<file path="src/rtl/servo_pkt_decoder.sv">
module servo_pkt_decoder #(
  parameter int CH_W  = 3,
  parameter int POS_W = 8
) (
  input  logic                  clk,
  input  logic                  rst,
  input  logic                  rx_valid,
  input  logic [7:0]            rx_data,
  input  logic [CH_W-1:0]       rd_addr,
  output logic [POS_W-1:0]      rd_data,
  output logic [(1<<CH_W)-1:0]  valid_mask,
  output logic                  power_en
);
  localparam int NCH = 1 << CH_W;

  logic [POS_W-1:0] pos [NCH];
  logic             pending;
  logic [CH_W-1:0]  pend_ch;
  logic             pend_msb;
  logic [NCH-1:0]   ch_bit;
  logic [NCH-1:0]   next_mask;

  wire lead_in  = rx_valid &  rx_data[7];
  wire accept   = rx_valid & ~rx_data[7] & pending;

  assign ch_bit    = NCH'(1) << pend_ch;
  assign next_mask = valid_mask | ch_bit;
  assign rd_data   = pos[rd_addr];

  always_ff @(posedge clk) begin
    if (rst) begin
      pending    <= 1'b0;
      pend_ch    <= '0;
      pend_msb   <= 1'b0;
      valid_mask <= '0;
      power_en   <= 1'b0;
      for (int i = 0; i < NCH; i++) pos[i] <= '0;
    end else if (lead_in) begin
      pending  <= 1'b1;
      pend_ch  <= rx_data[CH_W:1];
      pend_msb <= rx_data[0];
    end else if (accept) begin
      pending      <= 1'b0;
      pos[pend_ch] <= {pend_msb, rx_data[6:0]};
      if (!power_en) begin
        valid_mask <= next_mask;
        if (&next_mask) power_en <= 1'b1;
      end
    end
  end
endmodule

</file>
<file path="config.mk">
export PLATFORM = sky130hd
export DESIGN_NAME = servo_pkt_decoder
export DESIGN_NICKNAME = d
export VERILOG_FILES = /design/src/rtl/servo_pkt_decoder.sv
export SDC_FILE = /design/constraint.sdc
export NUM_CORES = 1
export LEC_CHECK = 0
export ABC_CLOCK_PERIOD_IN_PS = 3400
export BUFFER_PORTS_ARGS = -buffer_cell sky130_fd_sc_hd__buf_2
export CAP_MARGIN = 20
export CORE_MARGIN = 2
export CORE_UTILIZATION = 46
export DETAILED_ROUTE_END_ITERATION = 12
export MAX_ROUTING_LAYER = met4
export PLACE_DENSITY = 0.72
export SYNTH_ARGS = -nofsm -noshare
export SYNTH_HDL_FRONTEND = slang
export SYNTH_SLANG_ARGS = --single-unit
</file>
<file path="constraint.sdc">
create_clock -name clk -period 3.4 [get_ports clk]
set_input_delay 0 -clock clk [delete_from_list [all_inputs] [get_ports clk]]
set_output_delay 0 -clock clk [all_outputs]
set_load 0.02 [all_outputs]
</file>
==> results_dict.tcl <==
set metrics [dict create \
    status "finished clean" \
    diodes 0 \
    fin_ws_ps 1565 \
    worstSetupStartpointType "flip-flop" \
    wl_per_cell_um 19.03 \
    synth.avg_cell_area_sq_um 14.30 \
    hold_path_class "in2reg" \
    internal-power_w 0.001598 \
    rsz0062_at_grt "no" \
    synth_nets 265 \
    clk_latency_ps 360 \
    finalCritPeriodShare 0.5397 \
    p_switching_w 0.0004370 \
    drv_slew 0 \
    die_area_sq_um 8524 \
    synth_top_area_share 0.5356 \
    core-area_sq_um 7647 \
    layout_commonest_cell "and2_1" \
    synth-seq-cells 78 \
    io_pins 31 \
    maxCapViolCount 0 \
    grt_util_all_layers 0.1955 \
    cts-buffers-inserted 9 \
    overflow 0 \
    path_max_fanout 14 \
    yosysTopAreaCell "edfxtp_1" \
    layout-drive-gt1-share 0.2199 \
    grt_max_degree 24 \
    start_util 0.4692 \
    root_buffer "clkbuf_8" \
    synth_cell_types 33 \
    finalNetCount 301 \
    hpwlAfterDp_um 5179 \
    hold_viol 0 \
    seq_area_frac_synth 0.6137 \
    p_leak_nw 1.588 \
    syn-cell-area_sq_um 3588 \
    yosysWarnings 0 \
    clk_pin_slew_worst_paths_ps 80 \
    pwr-share-seq 0.529 \
    dieWidth_um 92.33 \
    endpoint_kind "flip-flop" \
    clock_path_buffers 2 \
    grt_pass1_wl_um 11590 \
    synthToLayoutAreaGrowth_pct 13.88 \
    totalWireLength_um 7480 \
    max_freq_mhz 544.9 \
    post-cts-setup-buffer-count 0 \
    placed_cell_area_sq_um 3801 \
    cts_tree "built" \
    setup_tns_ps 0 \
    antenna_found_initial 0 \
    final_cell_area_sq_um 4086 \
    dr.first_iter.drc_count 211 \
    worst_ep_required_time_ps 3460 \
    period_minus_slack_ps 1835 \
    relSlewSlack 0.6648 \
    swShare 0.2148 \
    cp_data_arrival_time_ps 1890 \
    cts_num_sinks 78 \
    syn_inst 251 \
    worstMarginPinSlew_ps 502.1 \
    finClkSkew_ps 8.333 \
    powerDensity_nw_per_um2 497.9 \
    grt_pass1_vias 2135 \
    power.total_w 0.002035 \
    fp-row-count 32 \
    fillCellCount 643 \
    viasPerCell 5.433 \
    synthTopCellsByArea "edfxtp_1 54%, and2_1 11%, mux4_1 11%, dfxtp_1 7.8%, mux2_2 2.5%" \
    p_comb_frac 0.065 \
    numPortBuffers 30 \
    h-tree-depth 3 \
    whs_ps 3.946 \
    fp.dieH_um 92.33 \
    setup_viol 0 \
    clockPowerShare 0.406 \
    finalWeightedCongestion 0.7582 \
    worstSetupPathType "reg2reg" \
    dr_total_vias 2135 \
    drc 0 \
    vdd_drop_max_mv 0.2373 \
    most-common-layout-cells "65 x and2_1, 64 x edfxtp_1, 30 x buf_2" \
    postRouteAntennaNets 0 \
    pre_cts_ws_ps 1571 \
    drtPass1Iterations 4 \
]
==> cells in the mapped netlist <==
master / instances
a2bb2oi_1: 1
mux2_2: 8
and3_1: 1
and4bb_2: 1
nand2b_1: 5
nand2_1: 8
nor2_1: 15
nand3b_1: 1
o21ai_0: 1
or3b_1: 1
nor2b_1: 2
nor3_1: 2
dfxtp_1: 14
buf_6: 1
nor3b_1: 1
clkbuf_1: 4
o32ai_1: 1
mux2i_1: 1
buf_12: 1
a22oi_1: 1
and2_1: 65
edfxtp_1: 64
or2_2: 8
nand3_1: 5
a21oi_1: 13
buf_1: 1
a31oi_1: 2
mux4_1: 15
mux4_2: 1
inv_1: 1
buf_2: 3
o221ai_1: 1
nor3_2: 2
==> worst max-delay path: stages, from the launching register on <==
cell and delay (ps):
dfxtp_1 640, nand2_1 190, nor2_1 380, or2_2 310
==> cells by family (layout without fill, tap and decap cells) <==
kind of cell,Yosys count,count (layout),share of synthesized area
flip-flops,78,78,0.6137
multiplexers,25,25,0.1440
buffers and inverters,11,51,0.01917
AND/OR/NAND/NOR,117,117,0.1907
AO/OA/AOI/OAI,20,20,0.03243
==> path summary, 6_finish.rpt <==
kind                           startpoint                 endpoint  slack (ps)  cells past startpoint
setup / recovery  pend_ch[0]$_SDFFE_PP0P_  pos[3][5]$_SDFFCE_PN0P_        1560                      3
hold / removal                 rx_data[2]  pend_ch[1]$_SDFFE_PP0P_           4                      3
setup reg to reg  pend_ch[0]$_SDFFE_PP0P_  pos[3][5]$_SDFFCE_PN0P_        1560                      3
hold reg to reg      pending$_SDFFE_PP0P_     pending$_SDFFE_PP0P_         510                      2
==> sequential cells by signal, indices dropped and copies added (netlist names) <==
name,count
pend_msb,1
pend_ch,3
power_en,1
valid_mask,8
pos,64
pending,1
==> metrics by stage <==
step | util | instances
final | 0.5344 | 393
after global routing | 0.5344 | 393
after CTS | 0.5344 | 393
after detailed placement | 0.4971 | 373
after global placement | 0.4971 | 373
after floorplan | - | 251
==> what timing repair did <==
action	4_1_cts	5_1_grt
resized for setup	0	0
endpoints found under the setup margin	0	0
hold endpoints to repair	4	0
hold buffers	5	0
==> per-layer routing <==
metal | part of all wire | global-route usage | vias to the layer above
met5 | 0 | - | -
met4 | 0.012 | 0.07836 | 0
met3 | 0.066 | 0.03987 | 8
met2 | 0.50 | 0.3078 | 89
met1 | 0.43 | 0.2515 | 1033
li1 | - | - | 1005
==> power by group through the flow <==
| stage | logic [W] | registers [W] | clock network [W] |
|---|---|---|---|
| 6_report | 0.000133 | 0.00108 | 0.000826 |
| 5_1_grt | 0.000143 | 0.00108 | 0.000866 |
| 4_1_cts | 0.000134 | 0.00108 | 0.000833 |
| 3_5_place_dp | 0.000130 | 0.00110 | 0 |
| 3_3_place_gp | 0.000128 | 0.00110 | 0 |
| 2_1_floorplan | 0.0000914 | 0.00108 | 0 |
==> cell type report <==
cell class | count | area (sq um) | area share
Tap cell | 102 | 127.6 | 0.03123
Sequential cell | 78 | 2202 | 0.5389
Multi-Input combinational cell | 162 | 1318 | 0.3224
Clock buffer | 9 | 123.9 | 0.03031
Inverter | 1 | 3.754 | 0.0009186
Clock inverter | 6 | 111.4 | 0.02725
Timing Repair Buffer | 35 | 200.2 | 0.04899
No activity file was read; power rests on OpenSTA's default activity.
